==> config.mk <==
export PLATFORM = sky130hd
export DESIGN_NAME = irq_locality_ctrl
export DESIGN_NICKNAME = d
export VERILOG_FILES = /design/src/rtl/irq_regs_pkg.sv /design/src/rtl/irq_lane_align.sv /design/src/rtl/irq_loc_regs.sv /design/src/rtl/irq_locality_ctrl.sv
export SDC_FILE = /design/constraint.sdc
export NUM_CORES = 1
export LEC_CHECK = 0
export BUFFER_PORTS_ARGS = -buffer_cell sky130_fd_sc_hd__buf_2
export CAP_MARGIN = 20
export CORE_ASPECT_RATIO = 0.9
export CORE_UTILIZATION = 48
export CTS_BUF_LIST = sky130_fd_sc_hd__clkbuf_4 sky130_fd_sc_hd__clkbuf_8 sky130_fd_sc_hd__clkbuf_16
export DETAILED_ROUTE_END_ITERATION = 10
export PLACE_DENSITY = 0.72
export SLEW_MARGIN = 20
export SYNTH_ARGS = -nofsm -noshare
export SYNTH_HDL_FRONTEND = slang
export SYNTH_SLANG_ARGS = --single-unit
==> constraint.sdc <==
create_clock -name clk_i -period 3.2 [get_ports clk_i]
set_input_delay 0.64 -clock clk_i [delete_from_list [all_inputs] [get_ports clk_i]]
set_output_delay 0.64 -clock clk_i [all_outputs]
set_load 0.1 [all_outputs]
==> src/rtl/irq_regs_pkg.sv <==
package irq_regs_pkg;
  localparam int unsigned REG_W = 32;
  localparam int unsigned GLOBAL_BIT = 31;
  localparam logic [REG_W-1:0] EN_WR_MASK = 32'h8000_009F;
  localparam logic [REG_W-1:0] EVT_BITS   = 32'h0000_0087;
  localparam logic [REG_W-1:0] EN_RST     = 32'h0000_0008;

  typedef enum logic [1:0] {
    SEL_ENABLE = 2'd0,
    SEL_STATUS = 2'd1,
    SEL_VECTOR = 2'd2,
    SEL_RSVD   = 2'd3
  } reg_sel_e;

  // event kind index -> status bit position
  function automatic logic [REG_W-1:0] evt_to_bits(logic [3:0] e);
    logic [REG_W-1:0] b;
    b = '0;
    b[0] = e[0];
    b[1] = e[1];
    b[2] = e[2];
    b[7] = e[3];
    return b;
  endfunction
endpackage

==> src/rtl/irq_lane_align.sv <==
module irq_lane_align
  import irq_regs_pkg::*;
(
  input  logic [1:0]       off_i,
  input  logic [1:0]       size_i,
  input  logic [REG_W-1:0] data_i,
  output logic [REG_W-1:0] data_o,
  output logic [REG_W-1:0] bmask_o
);
  logic [3:0] lanes;
  logic [3:0] be;

  always_comb begin
    unique case (size_i)
      2'd0:    lanes = 4'b0001;
      2'd1:    lanes = 4'b0011;
      default: lanes = 4'b1111;
    endcase
    be     = 4'(lanes << off_i);
    data_o = data_i << {off_i, 3'b000};
  end

  for (genvar i = 0; i < 4; i++) begin : g_lane
    assign bmask_o[8*i +: 8] = {8{be[i]}};
  end
endmodule

==> src/rtl/irq_loc_regs.sv <==
module irq_loc_regs
  import irq_regs_pkg::*;
(
  input  logic             clk_i,
  input  logic             rst_ni,
  input  logic [3:0]       evt_i,
  input  logic             en_we_i,
  input  logic             sts_we_i,
  input  logic [REG_W-1:0] wdata_i,
  input  logic [REG_W-1:0] bmask_i,
  output logic [REG_W-1:0] en_o,
  output logic [REG_W-1:0] sts_o,
  output logic [REG_W-1:0] sts_d_o,
  output logic             latch_o
);
  logic [REG_W-1:0] en_q, en_d, sts_q, sts_d, set_bits, clr_bits;

  always_comb begin
    set_bits = evt_to_bits(evt_i) & en_q & {REG_W{en_q[GLOBAL_BIT]}};
    clr_bits = sts_we_i ? (wdata_i & bmask_i & EVT_BITS) : '0;
    sts_d    = (sts_q & ~clr_bits) | set_bits;   // set wins
    en_d     = en_we_i ? ((en_q & ~(bmask_i & EN_WR_MASK)) | (wdata_i & bmask_i & EN_WR_MASK))
                       : en_q;
  end

  always_ff @(posedge clk_i or negedge rst_ni) begin
    if (!rst_ni) begin
      en_q  <= EN_RST;
      sts_q <= '0;
    end else begin
      en_q  <= en_d;
      sts_q <= sts_d;
    end
  end

  assign en_o    = en_q;
  assign sts_o   = sts_q;
  assign sts_d_o = sts_d;
  assign latch_o = |set_bits;

  assert_sts_reserved_zero_R5: assert property (@(posedge clk_i) disable iff (!rst_ni)
    (sts_o & ~EVT_BITS) == '0);
  assert_en_reserved_zero_R6: assert property (@(posedge clk_i) disable iff (!rst_ni)
    (en_o & ~EN_WR_MASK) == '0);
  assert_no_latch_disabled_R2: assert property (@(posedge clk_i) disable iff (!rst_ni)
    (!en_o[GLOBAL_BIT] && !sts_we_i) |=> $stable(sts_o));
  assert_set_beats_clear_R11: assert property (@(posedge clk_i) disable iff (!rst_ni)
    (sts_we_i && en_o[GLOBAL_BIT] && |(evt_to_bits(evt_i) & en_o)) |=> (sts_o != '0));
endmodule

==> src/rtl/irq_locality_ctrl.sv <==
module irq_locality_ctrl
  import irq_regs_pkg::*;
#(
  parameter int NUM_LOC  = 5,
  parameter int LOC_W    = 3,
  parameter int LINE_NUM = 11
) (
  input  logic             clk_i,
  input  logic             rst_ni,
  input  logic [LOC_W-1:0] active_loc_i,
  input  logic             evt_valid_i,
  input  logic [LOC_W-1:0] evt_loc_i,
  input  logic [3:0]       evt_mask_i,
  input  logic [LOC_W-1:0] acc_loc_i,
  input  logic [1:0]       acc_sel_i,
  input  logic [1:0]       acc_off_i,
  input  logic [1:0]       acc_size_i,
  input  logic             wr_en_i,
  input  logic [31:0]      wr_data_i,
  output logic [31:0]      rd_data_o,
  output logic             irq_o
);
  if (LINE_NUM < 0 || LINE_NUM > 15) begin : g_bad_line
    $error("LINE_NUM must be within 0..15");
  end

  localparam logic [REG_W-1:0] VEC_VAL = REG_W'(LINE_NUM & 15);

  reg_sel_e sel;
  assign sel = reg_sel_e'(acc_sel_i);

  logic [REG_W-1:0] wdata, bmask;
  logic owner;
  logic [NUM_LOC-1:0][REG_W-1:0] en_q, sts_q, sts_d;
  logic [NUM_LOC-1:0] latch;
  logic irq_q, clr_hit;

  irq_lane_align u_lane (
    .off_i  (acc_off_i),
    .size_i (acc_size_i),
    .data_i (wr_data_i),
    .data_o (wdata),
    .bmask_o(bmask)
  );

  assign owner = wr_en_i && (int'(acc_loc_i) < NUM_LOC) && (acc_loc_i == active_loc_i);

  for (genvar g = 0; g < NUM_LOC; g++) begin : g_loc
    logic [3:0] evt;
    logic       hit;
    assign evt = (evt_valid_i && int'(evt_loc_i) == g) ? evt_mask_i : 4'b0;
    assign hit = owner && int'(acc_loc_i) == g;
    irq_loc_regs u_regs (
      .clk_i   (clk_i),
      .rst_ni  (rst_ni),
      .evt_i   (evt),
      .en_we_i (hit && sel == SEL_ENABLE),
      .sts_we_i(hit && sel == SEL_STATUS),
      .wdata_i (wdata),
      .bmask_i (bmask),
      .en_o    (en_q[g]),
      .sts_o   (sts_q[g]),
      .sts_d_o (sts_d[g]),
      .latch_o (latch[g])
    );
  end

  always_comb begin
    clr_hit = 1'b0;
    if (owner && sel == SEL_STATUS && |(wdata & bmask & EVT_BITS)) begin
      for (int i = 0; i < NUM_LOC; i++) begin
        if (int'(acc_loc_i) == i && sts_d[i] == '0) clr_hit = 1'b1;
      end
    end
  end

  always_ff @(posedge clk_i or negedge rst_ni) begin
    if (!rst_ni)       irq_q <= 1'b0;
    else if (|latch)   irq_q <= 1'b1;
    else if (clr_hit)  irq_q <= 1'b0;
  end

  assign irq_o = irq_q;

  always_comb begin
    rd_data_o = '0;
    unique case (sel)
      SEL_VECTOR: rd_data_o = VEC_VAL;
      SEL_ENABLE, SEL_STATUS: begin
        for (int i = 0; i < NUM_LOC; i++) begin
          if (int'(acc_loc_i) == i) rd_data_o = (sel == SEL_ENABLE) ? en_q[i] : sts_q[i];
        end
      end
      default: rd_data_o = '0;
    endcase
  end

  assert_irq_follows_latch_R3: assert property (@(posedge clk_i) disable iff (!rst_ni)
    (|(sts_q & ~$past(sts_q))) |-> irq_o);
  assert_irq_fall_needs_write_R9: assert property (@(posedge clk_i) disable iff (!rst_ni)
    $fell(irq_o) |-> $past(wr_en_i && acc_sel_i == 2'd1));
  assert_foreign_write_ignored_R7: assert property (@(posedge clk_i) disable iff (!rst_ni)
    (wr_en_i && acc_loc_i != active_loc_i && !evt_valid_i) |=> ($stable(en_q) && $stable(sts_q)));
  assert_bad_loc_event_ignored_R4: assert property (@(posedge clk_i) disable iff (!rst_ni)
    (evt_valid_i && int'(evt_loc_i) >= NUM_LOC && !wr_en_i) |=> $stable(sts_q));
endmodule

Word-level counts from Yosys, hierarchy flattened:

Index checks and enable logic that the tools add are counted.

* bitwise operators: 37
* reductions and logical operators: 42
* equal/unequal tests: 12
* mux-type cells: 30
* order comparisons: 1
* shift operators: 2

Operator list (count)
* $and A32 B32 Y32: 16
* $mux W32: 10
* $or A32 B32 Y32: 10
* $not A32 Y32: 6
* $and A8 B32 Y32: 5
* $logic_not A32 Y1: 5
* $reduce_or A160 Y1: 1
* $pmux W32 S2: 1
* $mux W8: 5
* $shl A32 B5 Y32: 1
* $logic_and A1 B1 Y1: 29
* $mux W4: 5
* $eq A3 B3 Y1 const B: 6
* $mux W1: 8
* $pmux W4 S2: 1
* $eq A3 B2 Y1 const B: 2
* $logic_not A3 Y1: 2
* $eq A2 B1 Y1 const B: 2
* $logic_not A2 Y1: 2
* $reduce_or A4 Y1: 1
* $shl A4 B2 Y4: 1
* $eq A3 B3 Y1: 1
* $lt A3 B3 Y1 const B: 1
* $eq A2 B2 Y1 const B: 1
* other kinds (2): 2

* flip-flop bits (word level): 321
* output and inout bits: 33
* word-level logic and storage cells: 135
* bits of input ports: 55

Logic depth before layout (Yosys ltp):

Gate-level depths: netlist of run 1.

* depth in word-level cells: 19
* mapped depth: 8
* depth with buffers taken out: 7

Cells and area by module:

A second synthesis of run 1 with hierarchy kept.

* cell total of the unflattened synthesis: 1341
* area, all modules: 10113.4 µm²

Modules (own cells, without submodules)
* irq_loc_regs: cells each 118, area each 1102.3 µm², instances 5, sequential area each 276.5 µm²
* irq_locality_ctrl: cells each 651, area each 3827.4 µm², instances 1, sequential area each 25.0 µm²
* irq_lane_align: cells each 100, area each 774.5 µm², instances 1, sequential area each 0.0 µm²

Worst setup path after synthesis of run 1:

No wires, ideal clock.

* kind: input to output
* start: input port acc_sel_i[1]
* end: output port rd_data_o[7]
* arrival: 3.339 ns
* stages on the path: 7
* data required time: 2.560 ns
* slack: -0.779 ns
* buffers on the path: 2
* path through: clkbuf_1 -> nor2_1 -> clkbuf_1 -> nand2_1 -> a21oi_1 -> a21oi_1 -> a21oi_1

* word-level cells in the longest chain between the ends: 8
* elaborated cells on any way between the ends: 15
* classes of those cells: eq/ne (2); mux (11); reduce/logical (2)

RTL lines
* start: declaration: RTL line irq_locality_ctrl.sv:15 `input logic [1:0] acc_sel_i,`
* $logic_not A2 Y1: RTL line irq_locality_ctrl.sv:87, irq_locality_ctrl.sv:91
* $mux W32 (6 in series): RTL line irq_locality_ctrl.sv:91 `if (int'(acc_loc_i) == i) rd_data_o = (sel == SEL_ENABLE) ? en_q[i] : sts_q[i];`
* $pmux W32 S2 (*): RTL line irq_locality_ctrl.sv:87 `unique case (sel)`
* end: declaration: RTL line irq_locality_ctrl.sv:20 `output logic [31:0] rd_data_o,`

Every way passes the cells marked *; elsewhere a longest branch is shown, timed or not.

Final worst setup path of run 1:

* start: input port acc_sel_i[1]
* end: output port rd_data_o[2]

Same word-level chain as after synthesis.

==> reports/qor.txt, run 1 <==
LEAKAGE -> 1.81 nW
R2R Setup Slk -> 1190 ps
Post-synth EDFFs -> 0
yosys warns -> 0
Mean Syn Cell Area -> 9.72 sq um
Tmin final -> 2960 ps
CTS H-tree lvls -> 2
post-cts hold buffer count -> 0
part of the cycle the worst path needs -> 92.5%
final non-filler cell total -> 484
CTS tree -> done
actual slew at the worst max-slew pin -> 515 ps
# port buffers -> 39
Post-Syn Area -> 3400 sq um
Gate Count Post-Synth -> 350
Filler cells -> 622
PnR Total Power -> 1.44 mW
number of global-route vias before repair -> 2882
CP startpoint kind -> input pin
RSZ-0062 raised after global routing -> false
Root Driver -> clkbuf_8
highest-delay cell along the critical path -> nor2_1
Slew Limit Fails -> 0
initial antenna violation count -> 0
# IOs -> 88
largest net degree at the start of global routing -> 38
Req. time, crit path -> 2560 ps
CORE AREA -> 6730 sq um
GRT busiest layer -> met2
layout cell share with drive strength beyond 1 -> 30.5%
Final ANT Viol Nets -> 0
leading area contributor after synthesis -> dfrtp_1
Data arrival, critical path -> 2320 ps
Yosys reg bits -> 56
Inst Count DP -> 476
Final setup viols -> 0
Antenna Cells -> 0
clock-pin slew on the worst setup and hold paths -> 100 ps
Worst Hold Class -> in2async
# DRC -> 0
worst r2r dst -> irq_o$_DFFE_PN0P_
Distinct cells, synth -> 47
Initial Util -> 50.6%
met1 global-route usage -> 37.8%
largest stage delay on the critical path -> 310 ps
Resize count post-CTS -> 0
synth-to-layout area growth -> 14.3%
final setup margin -> 240 ps
sequential area share after synthesis -> 41.4%
die width -> 90.8 microns
gpl congestion -> 0.943
Relative slew margins -> 65.7%
first-pass GRT wire length -> 15.3 mm
clk_lat worst skew -> 320 ps
met3 Usage GRT -> 5.65%
area share of the largest cell type after synthesis -> 37.5%
GR Util met2 -> 44.7%
top_reg_cell synth -> dfrtp_1
clk_skew -> 5.82 ps
Sink Count -> 56
max cap viols -> 0
DRT iter0 DRCs -> 244
nets -> 448
status -> finished, final reports clean
PD cells -> 371 nW/um^2
commonest non-fill, non-tap cell in the layout -> dfrtp_1
detailed-route vias per instance -> 6.24
DR WL/cell -> 20.5 microns
CP endpoint kind -> output pin
CP Cell Sequence -> buf_2, nor2_1, buf_4, mux2i_1, o221ai_1, a21oi_1, nor2_2, buf_12
crit path max fanout -> 10
drt first pass iters -> 5
global-route usage over all layers -> 27.6%
top cells by area, synth -> dfrtp_1 38%, mux2_2 12%, buf_4 5.5%
VDD IR max -> 252 uV
Highest Clock Rate -> 338 MHz
maximum clock insertion buffer count -> 2
Crit Path Class -> in2out
number of CTS-inserted buffers -> 5
Vias -> 3019
Rows -> 28
most frequent cells in the layout -> 51 x dfrtp_1, 43 x nand2_1, 36 x mux2_2
Post-Route WL -> 9.91 mm
Post-CTS Setup Bufs -> 0
total global routing overflow -> 0
chip height -> 81.9 microns
R2R cell count -> 6
Final Hold Fails -> 0
dpl ws -> 186 ps
FFs w/ async S/R, synth -> 100%
DP HPWL -> 7.27 mm
final core utilization -> 57.8%
Total Die Area -> 7430 sq um
-- layer usage --
metal / vias up / wire length, microns
li1: 1337 / -
met1: 1470 / 4280
met2: 191 / 4530
met3: 21 / 963
met4: 0 / 136
met5: - / 0
-- synthesized netlist by cell type (3+ instances only) --
cell type,count
a21boi_0,6
a21oi_1,16
a22o_1,3
a22oi_1,9
and3_1,5
and4_1,3
buf_1,3
buf_4,25
clkbuf_1,12
dfrtp_1,51
dfstp_2,5
inv_1,8
mux2_2,36
mux2i_1,7
mux4_2,4
nand2_1,43
nand3_1,23
nand4_1,6
nor2_1,15
nor3_1,3
nor4_1,3
o2111ai_1,8
o21ai_0,23
o22ai_1,3
-- stage by stage --
step           instance area [sq um]  hold slack (ps)  TNS [ps]
2_1_floorplan                   3530              344      -532
3_3_place_gp                    3800              488         0
3_5_place_dp                    3800              495         0
4_1_cts                         3890              263         0
5_1_grt                         3890              284         0
6_report                        3890              256         0
-- cell families after synthesis --
group	count (synthesis)	share of synthesized area, %
mux	47	16.6
xor+xnor	2	0.515
simple gates	112	16.7
compound gates	83	16.3
other cells	1	0.110
buf+inv	49	8.38
flops	56	41.4
-- layout make-up --
| type | instances | area [sq um] | share of cell area, % |
|---|---|---|---|
| multi-input combinational | 269 | 1840 | 47.3 |
| sequential | 56 | 1410 | 36.2 |
| timing repair buffer | 53 | 405 | 10.4 |
| tap | 90 | 113 | 2.89 |
| clock buffer | 5 | 68.8 | 1.77 |
| inverter | 8 | 30.0 | 0.772 |
| clock inverter | 3 | 25.0 | 0.643 |
-- critical path, delay by kind of cell --
kind,cells,cell delay [ps]
AOI/OAI and AO/OA,2,380
buffers and inverters,3,650
muxes,1,260
and+or+nand+nor,2,380
-- worst max-delay path by stage --
stage,start,endpoint,slack [ps],cells after the start
after floorplan,acc_sel_i[1],rd_data_o[2],-190,7
after global placement,acc_loc_i[2],flop,210,7
after detailed placement,acc_loc_i[2],flop,190,7
after CTS,acc_loc_i[1],rd_data_o[0],320,9
after global routing,acc_loc_i[0],rd_data_o[1],200,8
final,acc_sel_i[1],rd_data_o[2],240,8
-- power by group --
part	leakage, nW	switching [mW]	internal (mW)	total (mW)
clock	0.0452	0.256	0.160	0.417
combinational	1.00	0.248	0.0593	0.307
sequential	0.758	0.00565	0.714	0.720
total	1.81	0.510	0.934	1.44
(Power assumes the default switching activity.)
==> run 2: changes to the inputs <==
--- a/config.mk
+++ b/config.mk
@@ -5,9 +5,11 @@
 export SDC_FILE = /design/constraint.sdc
 export NUM_CORES = 1
 export LEC_CHECK = 0
+export ABC_AREA = 1
 export BUFFER_PORTS_ARGS = -buffer_cell sky130_fd_sc_hd__buf_2
 export CAP_MARGIN = 20
 export CORE_ASPECT_RATIO = 0.9
+export CORE_MARGIN = 3
 export CORE_UTILIZATION = 48
 export CTS_BUF_LIST = sky130_fd_sc_hd__clkbuf_4 sky130_fd_sc_hd__clkbuf_8 sky130_fd_sc_hd__clkbuf_16
 export DETAILED_ROUTE_END_ITERATION = 10
==> run 2 against run 1 <==
  * Synthesized area grew 3.3%
  * Maximum frequency shrank 0.74%
  * Clock power grew 18%
  * Via count grew 16%
  * Die area grew 13%
  * Flip-flop and latch count is the same
  * Clock-buffer cell count grew 1
  * Sequential share of layout area shrank 0.73 points
  * Clock skew grew 5.6 ps
==> reports/qor.txt, run 2 <==
die width -> 96.2 microns
Post-Place Cell Area -> 3850 sq um
area share of the largest cell type after synthesis -> 36.3%
Rows -> 28
CORE AREA -> 6830 sq um
DR WL/cell -> 17.3 microns
XOR/XNOR share of the synthesized area -> 0%
# DRC -> 0
Synth Area in Adders -> 0%
drt first pass iters -> 6
VDD IR max -> 273 uV
nets -> 579
Synth Area in Compound Gates -> 14.8%
Slew Limit Fails -> 0
crit path max fanout -> 16
worst r2r dst -> irq_o$_DFFE_PN0P_
actual slew at the worst max-slew pin -> 624 ps
DP HPWL -> 8.24 mm
CP endpoint kind -> output pin
detailed-route vias per instance -> 5.68
sequential area share after synthesis -> 40.0%
R2R Setup Slk -> 1520 ps
gpl congestion -> 0.948
first-pass GRT wire length -> 16.4 mm
number of global-route vias before repair -> 3097
commonest non-fill, non-tap cell in the layout -> nand2_1
part of the cycle the worst path needs -> 93.2%
Sink Count -> 56
Inst Count DP -> 607
total global routing overflow -> 0
final non-filler cell total -> 615
initial antenna violation count -> 0
Simple-Gate Fraction of Synth Area -> 29.8%
top cells by area, synth -> dfrtp_1 36%, nand2_1 11%, inv_1 6.4%
finished layout cell area -> 3970 sq um
max cap viols -> 0
CTS H-tree lvls -> 2
Mean Syn Cell Area -> 7.29 sq um
Worst Hold Class -> in2async
chip height -> 87.2 microns
Fin Setup TNS -> 0 ps
largest family of logic cells by synthesized area -> simple AND/OR/NAND/NOR gates
Antenna Cells -> 0
Crit Path Class -> in2out
maximum clock insertion buffer count -> 2
clk_lat worst skew -> 320 ps
PnR Total Power -> 1.64 mW
status -> finished, final reports clean
clk_skew -> 11.4 ps
LEAKAGE -> 1.97 nW
# port buffers -> 39
largest net degree at the start of global routing -> 28
Gate Count Post-Synth -> 482
top-count cell post-synth -> nand2_1
Total Die Area -> 8390 sq um
Final Hold Fails -> 0
layout cell share with drive strength beyond 1 -> 17.1%
Yosys reg bits -> 56
Initial Util -> 51.5%
Post-Route WL -> 10.6 mm
Post-CTS Setup Bufs -> 0
leading area contributor after synthesis -> dfrtp_1
clock-pin slew on the worst setup and hold paths -> 110 ps
Post-Syn Area -> 3520 sq um
Relative slew margins -> 58.0%
DRT iter0 DRCs -> 442
post-cts hold buffer count -> 0
Req. time, crit path -> 2560 ps
Final ANT Viol Nets -> 0
Root Driver -> clkbuf_8
yosys warns -> 0
Resize count post-CTS -> 0
CP startpoint kind -> input pin
R2R cell count -> 12
Final setup viols -> 0
# IOs -> 88
PD cells -> 413 nW/um^2
WHS -> 315 ps
Distinct cells, synth -> 37
FFs w/ async S/R, synth -> 100%
global-route usage over all layers -> 26.1%
number of CTS-inserted buffers -> 5
Data arrival, critical path -> 2340 ps
Tmin final -> 2980 ps
CTS tree -> done
RSZ-0062 raised after global routing -> false
top_reg_cell synth -> dfrtp_1
synth-to-layout area growth -> 12.9%
mux cell area share after synthesis -> 0%
Vias -> 3492
most frequent cells in the layout -> 107 x nand2_1, 60 x inv_1, 51 x dfrtp_1
Post-synth EDFFs -> 0
Highest Clock Rate -> 335 MHz
top cells by count, synth -> 107 x nand2_1, 60 x inv_1, 51 x dfrtp_1
-- run 2: cell count changes after synthesis, moves of 11 or more --
| cell | before | now |
|---|---|---|
| inv_1 | 8 | 60 |
| o21ai_1 | 1 | 29 |
| nand4_1 | 6 | 29 |
| inv_2 | 0 | 11 |
| nand2_1 | 43 | 107 |
| nor2_1 | 15 | 44 |
| mux2_2 | 36 | 0 |
-- run 2: cell families (layout without fill, tap and decap cells) --
family / Yosys count / in the layout
simple gates: 225 / 225
buf+inv: 111 / 130
compound gates: 89 / 89
flops: 56 / 56
other cells: 1 / 25
-- run 2: final cells by class --
type                       count  area [sq um]
clock buffer                   6          76.3
clock inverter                 2          38.8
fill                         669          2860
inverter                      72           270
multi-input combinational    339          1680
sequential                    56          1410
tap                           90           113
timing repair buffer          50           383
-- run 2: worst max path at each step --
stage	to	from	cells past startpoint	slack, ps
2_1_floorplan	rd_data_o[2]	acc_loc_i[1]	10	-200
3_3_place_gp	rd_data_o[1]	acc_sel_i[1]	10	290
3_5_place_dp	rd_data_o[2]	acc_sel_i[1]	10	260
4_1_cts	rd_data_o[2]	acc_sel_i[1]	10	270
5_1_grt	rd_data_o[1]	acc_sel_i[1]	10	50
6_report	rd_data_o[1]	acc_sel_i[1]	10	220
-- run 2: where the power goes --
part | internal (mW) | switching, mW
registers | 0.730 | 0.0159
clock network | 0.246 | 0.247
logic | 0.0822 | 0.321
-- run 2: routing by layer --
metal / vias to the layer above / routed length [microns] / GRT usage, %
met2: 213 / 4910 / 40.4
met4: 0 / 302 / 8.27
met5: - / 0 / 0
met3: 30 / 1040 / 4.67
met1: 1614 / 4390 / 36.9
li1: 1635 / - / -
-- run 2: critical path, stage by stage --
cell and delay, ps:
buf_2 160, nor2_2 340, inv_2 240, a21oi_1 230, o21ai_0 100, nor2_1 130, o221ai_1 150, nand2_1 90
nand2_1 80, buf_12 180
-- run 2: metrics by stage --
step           utilization [%]  worst slack [ps]
3_3_place_gp              56.4               285
6_report                  58.1               218
5_1_grt                   58.1              48.1
2_1_floorplan                -              -204
3_5_place_dp              56.4               257
4_1_cts                   58.1               269
==> run 3: changes to the inputs <==
--- a/config.mk
+++ b/config.mk
@@ -6,14 +6,14 @@
 export NUM_CORES = 1
 export LEC_CHECK = 0
 export ABC_AREA = 1
-export BUFFER_PORTS_ARGS = -buffer_cell sky130_fd_sc_hd__buf_2
 export CAP_MARGIN = 20
 export CORE_ASPECT_RATIO = 0.9
 export CORE_MARGIN = 3
 export CORE_UTILIZATION = 48
 export CTS_BUF_LIST = sky130_fd_sc_hd__clkbuf_4 sky130_fd_sc_hd__clkbuf_8 sky130_fd_sc_hd__clkbuf_16
 export DETAILED_ROUTE_END_ITERATION = 10
-export PLACE_DENSITY = 0.72
+export DONT_BUFFER_PORTS = 1
+export PLACE_DENSITY = 0.62
 export SLEW_MARGIN = 20
 export SYNTH_ARGS = -nofsm -noshare
 export SYNTH_HDL_FRONTEND = slang
==> run 3 against run 2 <==
  * Clock-buffer cell count stayed put
  * Worst setup slack improved by 110 ps
  * Clock skew about the same
  * Non-clock buffer count down 34
  * Global-route usage is 1.2 points higher
  * Sequential share of layout area up 1.3 points
  * Wire length grew 4.1%
  * Core utilization shrank 2.1 points
  * Flip-flop and latch count did not move
  * First-iteration DRC count decreased by 42%
  * Maximum frequency grew 3.9%
  * Combinational power shrank 7.9%
==> reports/qor.txt, run 3 (synthesized netlist as in run 2, its figures left out) <==
status -> finished, final reports clean
number of CTS-inserted buffers -> 5
met3 WL -> 811 microns
initial antenna violation count -> 0
DRT iter0 DRCs -> 257
largest net degree at the start of global routing -> 57
RSZ-0062 raised after global routing -> false
VDD IR max -> 223 uV
largest stage delay on the critical path -> 290 ps
detailed-route vias per instance -> 5.62
# port buffers -> 0
worst r2r dst -> irq_o$_DFFE_PN0P_
# IOs -> 88
Fin Setup TNS -> 0 ps
PD cells -> 420 nW/um^2
LEAKAGE -> 1.84 nW
Highest Clock Rate -> 349 MHz
Crit Path Class -> in2out
DR WL/cell -> 19.1 microns
DR top layer -> met4
number of global-route vias before repair -> 3169
clock-pin slew on the worst setup and hold paths -> 100 ps
# DRC -> 0
maximum clock insertion buffer count -> 2
Tmin final -> 2870 ps
crit path capture -> rd_data_o[2]
Final ANT Viol Nets -> 0
Resize count post-CTS -> 0
Post-CTS Setup Bufs -> 0
gpl congestion -> 1.01
CP endpoint kind -> output pin
CP startpoint kind -> input pin
chip height -> 87.2 microns
Root Driver -> clkbuf_8
Worst Setup SP -> acc_sel_i[0]
part of the cycle the worst path needs -> 89.7%
DP HPWL -> 8.68 mm
Final Hold Fails -> 0
Vias -> 3267
CTS H-tree lvls -> 2
clk_lat worst skew -> 310 ps
Antenna Cells -> 0
highest-delay cell along the critical path -> nor2_2
met2 wire length -> 5.13 mm
Slew Limit Fails -> 0
Post-Route WL -> 11.1 mm
Data arrival, critical path -> 2230 ps
CP Cell Sequence -> nor2_2, inv_2, o21ai_0, o221ai_1, nand2_1, nand2_1, a21oi_1, a211oi_4, buf_12
clk_skew -> 11.4 ps
drt first pass iters -> 7
layout cell share with drive strength beyond 1 -> 11.2%
most frequent CP cell -> nand2_1
Initial Util -> 51.5%
global-route usage over all layers -> 27.2%
R2R Setup Slk -> 1280 ps
most frequent cells in the layout -> 107 x nand2_1, 60 x inv_1, 51 x dfrtp_1
Req. time, crit path -> 2560 ps
Total Die Area -> 8390 sq um
first-pass GRT wire length -> 16.9 mm
CTS tree -> done
Sink Count -> 56
synth-to-layout area growth -> 8.79%
post-cts hold buffer count -> 1
nets -> 545
Relative slew margins -> 38.7%
total global routing overflow -> 0
CORE AREA -> 6830 sq um
max cap viols -> 0
R2R cell count -> 12
Rows -> 28
actual slew at the worst max-slew pin -> 920 ps
commonest non-fill, non-tap cell in the layout -> nand2_1
Final setup viols -> 0
WHS -> 161 ps
crit path max fanout -> 20
M1 wire length -> 4.93 mm
die width -> 96.2 microns
Worst Hold Class -> in2async
[run 3: changes by cell type in the layout (fill, tap and decap cells not counted), sizes merged]
cell,previous run,this run
dlygate4sd3,0,1
buf,50,15
[run 3: power breakdown]
| group | total, mW | leakage, nW | internal [mW] | switching (mW) |
|---|---|---|---|---|
| combinational | 0.371 | 1.08 | 0.0720 | 0.299 |
| clock | 0.489 | 0.0592 | 0.246 | 0.244 |
| sequential | 0.748 | 0.703 | 0.730 | 0.0186 |
[run 3: worst min path at each step]
stage                                         end  cells past startpoint  startpoint
2_1_floorplan                           async pin                      0      rst_ni
3_3_place_gp   g_loc[1].u_regs.sts_o[7]$_DFF_PN0_                      0      rst_ni
3_5_place_dp   g_loc[1].u_regs.sts_o[7]$_DFF_PN0_                      0      rst_ni
4_1_cts        g_loc[1].u_regs.sts_o[0]$_DFF_PN0_                      0      rst_ni
5_1_grt                                 async pin                      0      rst_ni
6_report                                async pin                      0      rst_ni
[run 3: layout make-up]
class,count,area (sq um)
repair buffers,16,230
fillers,689,3010
multi-input cells,339,1690
clock inverters,2,38.8
clock buffers,6,76.3
well taps,90,113
flip-flops and latches,56,1410
inverters,72,270
[run 3: stage by stage]
stage	power (mW)	area, sq um	std cells	worst slack (ps)	utilization, %
6_report	1.61	3820	581	331	56.0
5_1_grt	1.67	3820	581	215	56.0
3_3_place_gp	1.11	3670	571	406	53.8
4_1_cts	1.59	3800	580	352	55.6
3_5_place_dp	1.11	3670	571	353	53.8
2_1_floorplan	1.07	3630	506	-204	-
[run 3: worst max-delay path: cells and delay by family]
kind | cells | cell delay [ps]
buffers and inverters | 2 | 440
and+or+nand+nor | 3 | 430
AOI/OAI and AO/OA | 4 | 700
[run 3: per-layer routing]
layer,vias up,global-route usage [%]
li1,1559,-
met1,1541,39.5
met2,148,42.8
met3,19,3.37
met4,0,7.36
met5,-,0
